==> src/rtl/wpw_pkg.sv <==
package wpw_pkg;
  localparam logic [3:0] FMT_565      = 4'h1;
  localparam logic [3:0] FMT_666_PACK = 4'h2;
  localparam logic [3:0] FMT_888_PACK = 4'h3;
  localparam logic [3:0] FMT_666_PAD  = 4'h5;
  localparam logic [3:0] FMT_888_PAD  = 4'h6;
  localparam logic [2:0] SRC_MAX      = 3'd3;

  function automatic logic [2:0] fmt_bytes(input logic [3:0] code);
    case (code)
      FMT_565:                    fmt_bytes = 3'd2;
      FMT_666_PACK, FMT_888_PACK: fmt_bytes = 3'd3;
      FMT_666_PAD, FMT_888_PAD:   fmt_bytes = 3'd4;
      default:                    fmt_bytes = 3'd0;
    endcase
  endfunction
endpackage

==> src/rtl/wpw_setup_check.sv <==
module wpw_setup_check #(
  parameter int COORD_W = 10
) (
  input  logic [COORD_W-1:0] x0,
  input  logic [COORD_W-1:0] y0,
  input  logic [COORD_W-1:0] x1,
  input  logic [COORD_W-1:0] y1,
  input  logic [3:0]         fmt,
  input  logic [2:0]         src,
  output logic               ok,
  output logic [2:0]         bpp
);
  import wpw_pkg::*;

  always_comb begin
    bpp = fmt_bytes(fmt);
    ok  = (src <= SRC_MAX) && (bpp != 3'd0) && (x1 >= x0) && (y1 >= y0);
  end
endmodule

==> src/rtl/wpw_pixel_pack.sv <==
module wpw_pixel_pack (
  input  logic        clk,
  input  logic        rst_n,
  input  logic        restart,
  input  logic [2:0]  bpp_in,
  input  logic        byte_en,
  input  logic [7:0]  byte_in,
  output logic        pix_done,
  output logic [23:0] rgb
);
  logic [1:0] idx_q;
  logic [2:0] bpp_q;
  logic [7:0] acc_q [3];
  logic [1:0] idx_eff;
  logic [2:0] bpp_eff;
  logic [15:0] word565;

  assign idx_eff  = restart ? 2'd0 : idx_q;
  assign bpp_eff  = restart ? bpp_in : bpp_q;
  assign pix_done = byte_en && ({1'b0, idx_eff} == (bpp_eff - 3'd1));
  assign word565  = {byte_in, acc_q[0]};

  always_comb begin
    if (bpp_eff == 3'd2)
      rgb = {word565[15:11], 3'b000, word565[10:5], 2'b00, word565[4:0], 3'b000};
    else if (bpp_eff == 3'd3)
      rgb = {byte_in, acc_q[1], acc_q[0]};
    else
      rgb = {acc_q[2], acc_q[1], acc_q[0]};
  end

  always_ff @(posedge clk or negedge rst_n) begin
    if (!rst_n) begin
      idx_q <= '0;
      bpp_q <= '0;
      for (int i = 0; i < 3; i++) acc_q[i] <= '0;
    end else begin
      if (restart) begin
        bpp_q <= bpp_in;
        idx_q <= '0;
      end
      if (byte_en) begin
        if (idx_eff != 2'd3) acc_q[idx_eff] <= byte_in;
        idx_q <= pix_done ? 2'd0 : idx_eff + 2'd1;
      end
    end
  end
endmodule

==> src/rtl/wpw_walker.sv <==
module wpw_walker #(
  parameter int COORD_W = 10,
  parameter int PANEL_W = 640,
  parameter int ADDR_W  = 20
) (
  input  logic               clk,
  input  logic               rst_n,
  input  logic               start,
  input  logic               step,
  input  logic [COORD_W-1:0] x0,
  input  logic [COORD_W-1:0] y0,
  input  logic [COORD_W-1:0] x1,
  input  logic [COORD_W-1:0] y1,
  output logic [ADDR_W-1:0]  addr,
  output logic               at_last,
  output logic [COORD_W-1:0] lx0,
  output logic [COORD_W-1:0] ly0,
  output logic [COORD_W-1:0] lx1,
  output logic [COORD_W-1:0] ly1
);
  logic [COORD_W-1:0] col_q, row_q;
  logic [ADDR_W-1:0]  base_q;

  assign addr    = base_q + ADDR_W'(col_q);
  assign at_last = (col_q == lx1) && (row_q == ly1);

  always_ff @(posedge clk or negedge rst_n) begin
    if (!rst_n) begin
      col_q <= '0; row_q <= '0; base_q <= '0;
      lx0 <= '0; ly0 <= '0; lx1 <= '0; ly1 <= '0;
    end else if (start) begin
      lx0 <= x0; ly0 <= y0; lx1 <= x1; ly1 <= y1;
      col_q  <= x0;
      row_q  <= y0;
      base_q <= ADDR_W'(y0) * ADDR_W'(PANEL_W);
    end else if (step) begin
      if (col_q == lx1) begin
        col_q  <= lx0;
        row_q  <= row_q + 1'b1;
        base_q <= base_q + ADDR_W'(PANEL_W);
      end else begin
        col_q <= col_q + 1'b1;
      end
    end
  end
endmodule

==> src/rtl/wpw_dirty_box.sv <==
module wpw_dirty_box #(
  parameter int COORD_W = 10
) (
  input  logic               clk,
  input  logic               rst_n,
  input  logic               commit,
  input  logic               ack,
  input  logic [COORD_W-1:0] x0,
  input  logic [COORD_W-1:0] y0,
  input  logic [COORD_W-1:0] x1,
  input  logic [COORD_W-1:0] y1,
  output logic [COORD_W-1:0] min_x,
  output logic [COORD_W-1:0] min_y,
  output logic [COORD_W:0]   max_x,
  output logic [COORD_W:0]   max_y
);
  logic [COORD_W-1:0] bmin_x, bmin_y;
  logic [COORD_W:0]   bmax_x, bmax_y, lim_x, lim_y;

  always_comb begin
    bmin_x = ack ? '1 : min_x;
    bmin_y = ack ? '1 : min_y;
    bmax_x = ack ? '0 : max_x;
    bmax_y = ack ? '0 : max_y;
    lim_x  = {1'b0, x1} + 1'b1;
    lim_y  = {1'b0, y1} + 1'b1;
  end

  always_ff @(posedge clk or negedge rst_n) begin
    if (!rst_n) begin
      min_x <= '1; min_y <= '1; max_x <= '0; max_y <= '0;
    end else if (commit) begin
      min_x <= (x0 < bmin_x) ? x0 : bmin_x;
      min_y <= (y0 < bmin_y) ? y0 : bmin_y;
      max_x <= (lim_x > bmax_x) ? lim_x : bmax_x;
      max_y <= (lim_y > bmax_y) ? lim_y : bmax_y;
    end else if (ack) begin
      min_x <= '1; min_y <= '1; max_x <= '0; max_y <= '0;
    end
  end
endmodule

==> src/rtl/win_pixel_writer.sv <==
module win_pixel_writer #(
  parameter int COORD_W = 10,
  parameter int PANEL_W = 640,
  parameter int ADDR_W  = 20
) (
  input  logic               clk,
  input  logic               rst_n,
  input  logic [COORD_W-1:0] win_x0,
  input  logic [COORD_W-1:0] win_y0,
  input  logic [COORD_W-1:0] win_x1,
  input  logic [COORD_W-1:0] win_y1,
  input  logic [3:0]         fmt_code,
  input  logic [2:0]         src_sel,
  input  logic               src_sel_wr,
  input  logic               in_valid,
  output logic               in_ready,
  input  logic [15:0]        in_data,
  output logic               pix_valid,
  input  logic               pix_ready,
  output logic [ADDR_W-1:0]  pix_addr,
  output logic [23:0]        pix_rgb,
  output logic               xfer_done,
  input  logic               dirty_ack,
  output logic [COORD_W-1:0] dirty_x0,
  output logic [COORD_W-1:0] dirty_y0,
  output logic [COORD_W:0]   dirty_x1,
  output logic [COORD_W:0]   dirty_y1
);
  logic [2:0] src_q;
  logic [2:0] src_eff;
  logic       busy_q;
  logic       setup_ok;
  logic [2:0] setup_bpp;
  logic       accept, arm_data, start, byte_en;
  logic       pix_done, last_px;
  logic [23:0] rgb_next;
  logic [ADDR_W-1:0] walk_addr;
  logic       walk_last;
  logic [COORD_W-1:0] lx0, ly0, lx1, ly1;
  logic       unused_hi;

  assign unused_hi = ^in_data[15:8];
  assign src_eff   = src_sel_wr ? src_sel : src_q;
  assign in_ready  = !src_sel_wr && (!pix_valid || pix_ready);
  assign accept    = in_valid && in_ready;
  assign arm_data  = accept && !busy_q && setup_ok;
  assign start     = (src_sel_wr && setup_ok) || arm_data;
  assign byte_en   = accept && (busy_q || arm_data);
  assign last_px   = pix_done && busy_q && walk_last;

  wpw_setup_check #(.COORD_W(COORD_W)) u_check (
    .x0(win_x0), .y0(win_y0), .x1(win_x1), .y1(win_y1),
    .fmt(fmt_code), .src(src_eff), .ok(setup_ok), .bpp(setup_bpp)
  );

  wpw_pixel_pack u_pack (
    .clk(clk), .rst_n(rst_n), .restart(start), .bpp_in(setup_bpp),
    .byte_en(byte_en), .byte_in(in_data[7:0]),
    .pix_done(pix_done), .rgb(rgb_next)
  );

  wpw_walker #(.COORD_W(COORD_W), .PANEL_W(PANEL_W), .ADDR_W(ADDR_W)) u_walk (
    .clk(clk), .rst_n(rst_n), .start(start), .step(pix_done && busy_q),
    .x0(win_x0), .y0(win_y0), .x1(win_x1), .y1(win_y1),
    .addr(walk_addr), .at_last(walk_last),
    .lx0(lx0), .ly0(ly0), .lx1(lx1), .ly1(ly1)
  );

  wpw_dirty_box #(.COORD_W(COORD_W)) u_dirty (
    .clk(clk), .rst_n(rst_n), .commit(last_px), .ack(dirty_ack),
    .x0(lx0), .y0(ly0), .x1(lx1), .y1(ly1),
    .min_x(dirty_x0), .min_y(dirty_y0), .max_x(dirty_x1), .max_y(dirty_y1)
  );

  always_ff @(posedge clk or negedge rst_n) begin
    if (!rst_n) begin
      src_q     <= '0;
      busy_q    <= 1'b0;
      pix_valid <= 1'b0;
      pix_addr  <= '0;
      pix_rgb   <= '0;
      xfer_done <= 1'b0;
    end else begin
      if (src_sel_wr) src_q <= src_sel;
      if (src_sel_wr)    busy_q <= setup_ok;
      else if (arm_data) busy_q <= 1'b1;
      else if (last_px)  busy_q <= 1'b0;
      if (pix_done && busy_q) begin
        pix_valid <= 1'b1;
        pix_addr  <= walk_addr;
        pix_rgb   <= rgb_next;
      end else if (pix_ready) begin
        pix_valid <= 1'b0;
      end
      xfer_done <= last_px;
    end
  end
endmodule

==> config.mk <==
export PLATFORM = sky130hd
export DESIGN_NAME = win_pixel_writer
export DESIGN_NICKNAME = d
export VERILOG_FILES = /design/src/rtl/wpw_pkg.sv /design/src/rtl/wpw_setup_check.sv /design/src/rtl/wpw_pixel_pack.sv /design/src/rtl/wpw_walker.sv /design/src/rtl/wpw_dirty_box.sv /design/src/rtl/win_pixel_writer.sv
export SDC_FILE = /design/constraint.sdc
export NUM_CORES = 1
export LEC_CHECK = 0
export BUFFER_PORTS_ARGS = -buffer_cell sky130_fd_sc_hd__buf_4
export CAP_MARGIN = 20
export CORE_MARGIN = 3
export CORE_UTILIZATION = 59
export DETAILED_ROUTE_END_ITERATION = 7
export HOLD_SLACK_MARGIN = 0.03
export PLACE_DENSITY = 0.81
export SYNTH_ARGS = -nofsm -noshare
export SYNTH_HDL_FRONTEND = slang
export SYNTH_HIERARCHICAL = 1
export SYNTH_SLANG_ARGS = --single-unit
export TNS_END_PERCENT = 30
==> constraint.sdc <==
create_clock -name clk -period 5.9 [get_ports clk]
set_clock_uncertainty 0.05 [all_clocks]
set_input_delay 1.475 -clock clk [delete_from_list [all_inputs] [get_ports clk]]
set_output_delay 1.475 -clock clk [all_outputs]
set_load 0.03 [all_outputs]
## Word-level counts from Yosys, hierarchy flattened

Index checks and enable logic that the tools add are counted.

- Output and inout port bits: 89
- Logic and storage cells: 118
- Flip-flop bits (word level): 201
- Bits of input ports: 69

- Multipliers: 1
- $lt $le $gt $ge: 9
- Mux-type cells: 37
- Add/subtract/negate cells: 8
- Bitwise operators: 1
- Reduce and logical (&&, ||, !) cells: 29
- Equal/unequal tests: 11

Operator list:

| operator | count |
|---|---|
| $mux 10 | 12 |
| $mux 11 | 6 |
| $mux 20 | 3 |
| $mux 24 | 2 |
| $bwmux 24 | 1 |
| $add 10x1->11 const B | 2 |
| $gt 11x11->1 | 2 |
| $add 10x1->10 const B | 2 |
| $add 20x10->20 | 1 |
| $add 20x10->20 const B | 1 |
| $eq 10x10->1 | 2 |
| $ge 10x10->1 | 2 |
| $lt 10x10->1 | 2 |
| $demux 8 s2 | 1 |
| $logic_and 1x1->1 | 14 |
| $mul 10x3->13 const B | 1 |
| $pmux 3 s3 | 1 |
| $eq 4x2->1 const B | 2 |
| $eq 4x3->1 const B | 2 |
| $mux 8 | 1 |
| $eq 3x2->1 const B | 2 |
| $mux 2 | 3 |
| $mux 3 | 2 |
| $reduce_bool 2->1 | 3 |
| 15 further kinds | 26 |

## Logic depth before layout (Yosys ltp)

- Depth in word-level cells: 18
- Mapped depth: 27
- Depth with buffers taken out: 23

## Hierarchy

Netlist, hierarchy kept.

By module, submodules not included:

| module | cells an instance | seq. area each (µm²) | times used | area an instance (µm²) |
|---|---|---|---|---|
| wpw_walker | 465 | 1826.8 | 1 | 4608.2 |
| wpw_dirty_box | 322 | 1076.0 | 1 | 3131.8 |
| win_pixel_writer | 116 | 1251.2 | 1 | 2053.2 |
| wpw_pixel_pack | 116 | 725.7 | 1 | 1579.0 |
| wpw_setup_check | 76 | 0.0 | 1 | 535.5 |

## Worst setup path after synthesis

No wires, ideal clock.

- Kind: input port to flip-flop
- Start point: input port src_sel_wr
- End point: register u_walk.base_q[15]
- Stages: 23
- Arrival: 5.845 ns
- Required time: 5.763 ns
- Library setup time: 0.087 ns
- Path slack: -0.082 ns
- Buffers on the path: 4
- Cells stage by stage: clkbuf_1 -> mux2_2 -> nor3_1 -> o211ai_1 -> nor4_1 -> inv_1 -> nor2_1 -> buf_6 -> mux2_2 -> inv_1 -> ha_1 -> a22oi_1 -> o21ai_0 -> a21oi_2 -> and4_1 -> nand2_4 -> buf_6 -> inv_1 -> buf_2 -> inv_2 -> or4b_1 -> or4_1 -> o211ai_1

- Word-level cells in the longest chain between the ends: 14
- Elaborated cells on any way between the ends: 24
- Classes of those cells: 1 x add/sub; 1 x order compare; 1 x eq/ne; 4 x mux; 17 x reduce/logical

RTL lines:

| element | RTL line | source |
|---|---|---|
| start: declaration | win_pixel_writer.sv:14 | `input logic src_sel_wr,` |
| $mux 3 (*) | n/a |  |
| via src_eff[2] | win_pixel_writer.sv:30 | `logic [2:0] src_eff;` |
| $le 3x2->1 (*) | wpw_setup_check.sv:17 | `ok = (src <= SRC_MAX) && (bpp != 3'd0) && (x1 >= x0) && (y1 >= y0);` |
| $logic_and 1x1->1 (*) (3 in series) | wpw_setup_check.sv:17 |  |
| via setup_ok | win_pixel_writer.sv:32 | `logic setup_ok;` |
| $logic_and 1x1->1, on equally long branches | win_pixel_writer.sv:47, win_pixel_writer.sv:46 |  |
| $logic_or 1x1->1 (*) | win_pixel_writer.sv:47 | `assign start = (src_sel_wr && setup_ok) \|\| arm_data;` |
| via start | win_pixel_writer.sv:34 | `logic accept, arm_data, start, byte_en;` |
| $mux 3 (*) | wpw_pixel_pack.sv:19 | `assign bpp_eff = restart ? bpp_in : bpp_q;` |
| via u_pack.bpp_eff[0] | wpw_pixel_pack.sv:15 | `logic [2:0] bpp_eff;` |
| $sub 3x1->3 (*) | wpw_pixel_pack.sv:20 | `assign pix_done = byte_en && ({1'b0, idx_eff} == (bpp_eff - 3'd1));` |
| $eq 2x3->1 (*) | wpw_pixel_pack.sv:20 |  |
| $logic_and 1x1->1 (*) | wpw_pixel_pack.sv:20 |  |
| via pix_done | win_pixel_writer.sv:35 | `logic pix_done, last_px;` |
| $logic_and 1x1->1 (*) | win_pixel_writer.sv:63 | `.clk(clk), .rst_n(rst_n), .start(start), .step(pix_done && busy_q),` |
| $reduce_bool 2->1 (no source line) (*) | n/a |  |
| $reduce_and 2->1 (no source line) (*) | n/a |  |
| end signal: assignment | wpw_walker.sv:35 | `base_q <= ADDR_W'(y0) * ADDR_W'(PANEL_W);` |
| end signal: assignment | wpw_walker.sv:40 | `base_q <= base_q + ADDR_W'(PANEL_W);` |
| end: declaration | wpw_walker.sv:22 | `logic [ADDR_W-1:0] base_q;` |

Mark *: on every way through the listed nets, which the timed path passes. The rest lies on a longest branch.
A chain may end at the register's enable or synchronous reset.

## Worst setup path after layout

- Start point: input port win_x0[0]
- End point: register u_walk.row_q[4]

- Word-level cells in the longest chain between the ends: 12
- Elaborated cells on any way between the ends: 18
- Classes of those cells: 1 x add/sub; 1 x order compare; 1 x eq/ne; 3 x mux; 12 x reduce/logical

RTL lines:

| element | RTL line | source |
|---|---|---|
| start: declaration | win_pixel_writer.sv:8 | `input logic [COORD_W-1:0] win_x0,` |
| $ge 10x10->1 (*) | wpw_setup_check.sv:17 |  |
| $logic_and 1x1->1 (*) (2 in series) | wpw_setup_check.sv:17 |  |
| via setup_ok | win_pixel_writer.sv:32 |  |
| $logic_and 1x1->1, on equally long branches | win_pixel_writer.sv:47, win_pixel_writer.sv:46 |  |
| $logic_or 1x1->1 (*) | win_pixel_writer.sv:47 |  |
| via start | win_pixel_writer.sv:34 |  |
| $mux 3 | wpw_pixel_pack.sv:19 |  |
| $sub 3x1->3 | wpw_pixel_pack.sv:20 |  |
| $eq 2x3->1 (*) | wpw_pixel_pack.sv:20 |  |
| $logic_and 1x1->1 (*) | wpw_pixel_pack.sv:20 |  |
| via pix_done | win_pixel_writer.sv:35 |  |
| $logic_and 1x1->1 (*) | win_pixel_writer.sv:63 |  |
| $reduce_bool 2->1 (no source line) (*) | n/a |  |
| $reduce_and 2->1 (no source line) (*) | n/a |  |
| end signal: assignment | wpw_walker.sv:34 | `row_q <= y0;` |
| end signal: assignment | wpw_walker.sv:39 | `row_q <= row_q + 1'b1;` |
| end: declaration | wpw_walker.sv:21 | `logic [COORD_W-1:0] col_q, row_q;` |

Marked as above.

==> metrics.txt <==
Core Util, Final=0.713; TritonCTS clock tree=done; n_diodes=0; slowest stage cell, crit path=nor4_1; PostCTS Resize Cnt=0; Pwr Density=305 nW/µm²; worst ir drop on vdd=263 µV; Post-Syn Area=11,800 µm²; MaxCap Viol Count=0; r2r setup slk=1.27 ns; Fill cells=around 1.4k; outcome=finished clean; die height=between 100 and 150 µm; vias in the first global route=roughly 9.0k; initial antenna violation count=0; final RePlAce weighted congestion=slightly below 0.9; synthesized net count=around 1.3k; Mapped Cells=roughly 1.1k; first-pass GRT wire length=approximately 46,000 µm; num ports=between 150 and 200; final worst path period need=about 5.7 ns; share of cells above drive strength 1=0.302; die area=21,800 µm²; Setup violations, final=0; largest net degree at the start of global routing=90; layout net count=1,412; global route overflow=0; Slew @ Worst Pin=~1.0 ns; Total Wirelength=approximately 28,000 µm; port bufs=about 150; CP Capture Type=flop; clk_lat worst skew=approximately 0.45 ns; GRT Util Overall=0.260; Area Growth Syn to Fin=18.0%; DR vias=roughly 9k; Initial Util=0.604; DR WL/cell=around 18 µm; Max transition margin=0.329; CP max stage delay=0.34 ns; placed cell areas=around 13,000 µm²; DP Wirelength=roughly 20,000 µm; CTS Root Cell=clkbuf_16; Worst Path Arrival=around 5.9 ns; cell mode on critical path=buf_4; Fmax=between 0.15 and 0.2 GHz; DRT Pass-1 Iters=5; Final ANT Viol Nets=0; Remaining DRCs=0; CTS Buffer Depth=2; via/cell ratio=around 5.8; htree depth=4; CTS Hold Buffers Added=0; CTS clk-pin slew, worst paths=approximately 0.080 ns; pins over their slew limit=0; core region area=19,600 µm²; unrepaired setup endpoints after global routing=no; Avg Cell Area, Syn=10.8 µm²; Cell Chain, Critical Path=buf_4, ha_1, nand2b_1, a211oi_1, o2bb2ai_1, a21oi_1, nor4_1, inv_1, nor2_4, buf_4, mux2i_1, ha_1, a22oi_1, o21ai_0, a21oi_2, and4_1, nand2_4, inv_1, buf_4, nand3_1, nor4_2, buf_4, mux2i_1, o311ai_1; clock sink count=about 190; chip width=between 100 and 150 µm; part of the cycle the worst path needs=0.962; # rows=roughly 50; Crit Path Max Fanout=15; Lkg Pwr=between 0.006 and 0.007 µW; postcts setup bufs=0; Hold Path Class=flop to flop; Data required, critical path=6.16 ns; CP startpoint kind=input pin; most frequent cells in the layout=182 x buf_4, 172 x dfrtp_1, 92 x ha_1; most common cell after layout, fill and taps aside=buf_4; Ys Warns=6; final hold violation count=0; total CTS buffers=17; crit path kind=input pin to flop; initial drt markers=just over 700; fin area=between 10,000 and 15,000 µm²
-- sequential cells by signal, summed over array words and instances (netlist names) --
register,count
pix_rgb,24
u_pack/acc_q,24
pix_addr,20
u_walk/base_q,13
u_dirty/max_x,11
u_dirty/max_y,11
u_dirty/min_x,10
u_dirty/min_y,10
u_walk/col_q,10
u_walk/lx0,10
u_walk/lx1,10
u_walk/ly0,10
u_walk/ly1,10
u_walk/row_q,10
u_pack/bpp_q,3
u_pack/idx_q,2
busy_q,1
pix_valid,1
src_q,1
xfer_done,1
-- worst paths after layout --
path,from,to,cells past startpoint
worst min-delay path,src_q[2]$_DFF_PN0_,src_q[2]$_DFF_PN0_,1
worst min register to register,src_q[2]$_DFF_PN0_,src_q[2]$_DFF_PN0_,1
max in group asynchronous,rst_n,u_walk/base_q[19]$_DFFE_PN0P_,2
worst max register to register,src_q[2]$_DFF_PN0_,u_walk/row_q[4]$_DFFE_PN0P_,22
worst max-delay path,win_x0[0],u_walk/row_q[4]$_DFFE_PN0P_,24
min in group asynchronous,rst_n,pix_rgb[13]$_DFFE_PN0N_,1
-- area by class of cell --
cell class,instances,area [µm²],area share
inverter,92,345,0.0247
clock inverter,15,201,0.0144
sequential,192,4830,0.346
multi-input combinational,762,6410,0.459
clock buffer,17,425,0.0305
tap,265,332,0.0238
timing repair buffer,185,1420,0.102
-- worst max-delay path, delay by kind of cell --
kind                     cells  cell delay, ns
AO/OA/AOI/OAI                7            1.07
AND/OR/NAND/NOR              7            1.31
multiplexers                 2            0.44
adder cells (fa/ha/maj)      2            0.57
buffers and inverters        6            1.06
-- metrics by stage --
stage | setup WS, ns | TNS (ns) | hold slack [ns] | power (µW) | cells
global route | 0.0143 | 0 | 0.476 | 4510 | 1528
global placement | -0.0474 | -0.0482 | 0.430 | 2970 | 1496
detailed placement | -0.166 | -2.14 | 0.439 | 3030 | 1496
CTS | 0.273 | 0 | 0.458 | 4260 | 1528
finish | 0.222 | 0 | 0.456 | 4260 | 1528
floorplan | 0.0184 | 0 | 0.421 | 2670 | 1091
-- report_power, final --
part / internal [µW] / leakage [µW] / total [µW] / switching (µW)
sequential: 1530 / 0.00250 / 1840 / 304
combinational: 568 / 0.00402 / 1210 / 642
clock: 590 / 0.000304 / 1210 / 621
total: 2690 / 0.00682 / 4260 / 1570
-- routing by layer --
layer | vias to the layer above | part of all wire | GRT usage
met4 | 0 | 0.024 | 0.0923
li1 | 4216 | - | -
met5 | - | 0 | 0
met1 | 4386 | 0.43 | 0.349
met2 | 259 | 0.49 | 0.431
met3 | 63 | 0.051 | 0.0414
Note: power is estimated with default switching activity, not from simulation.
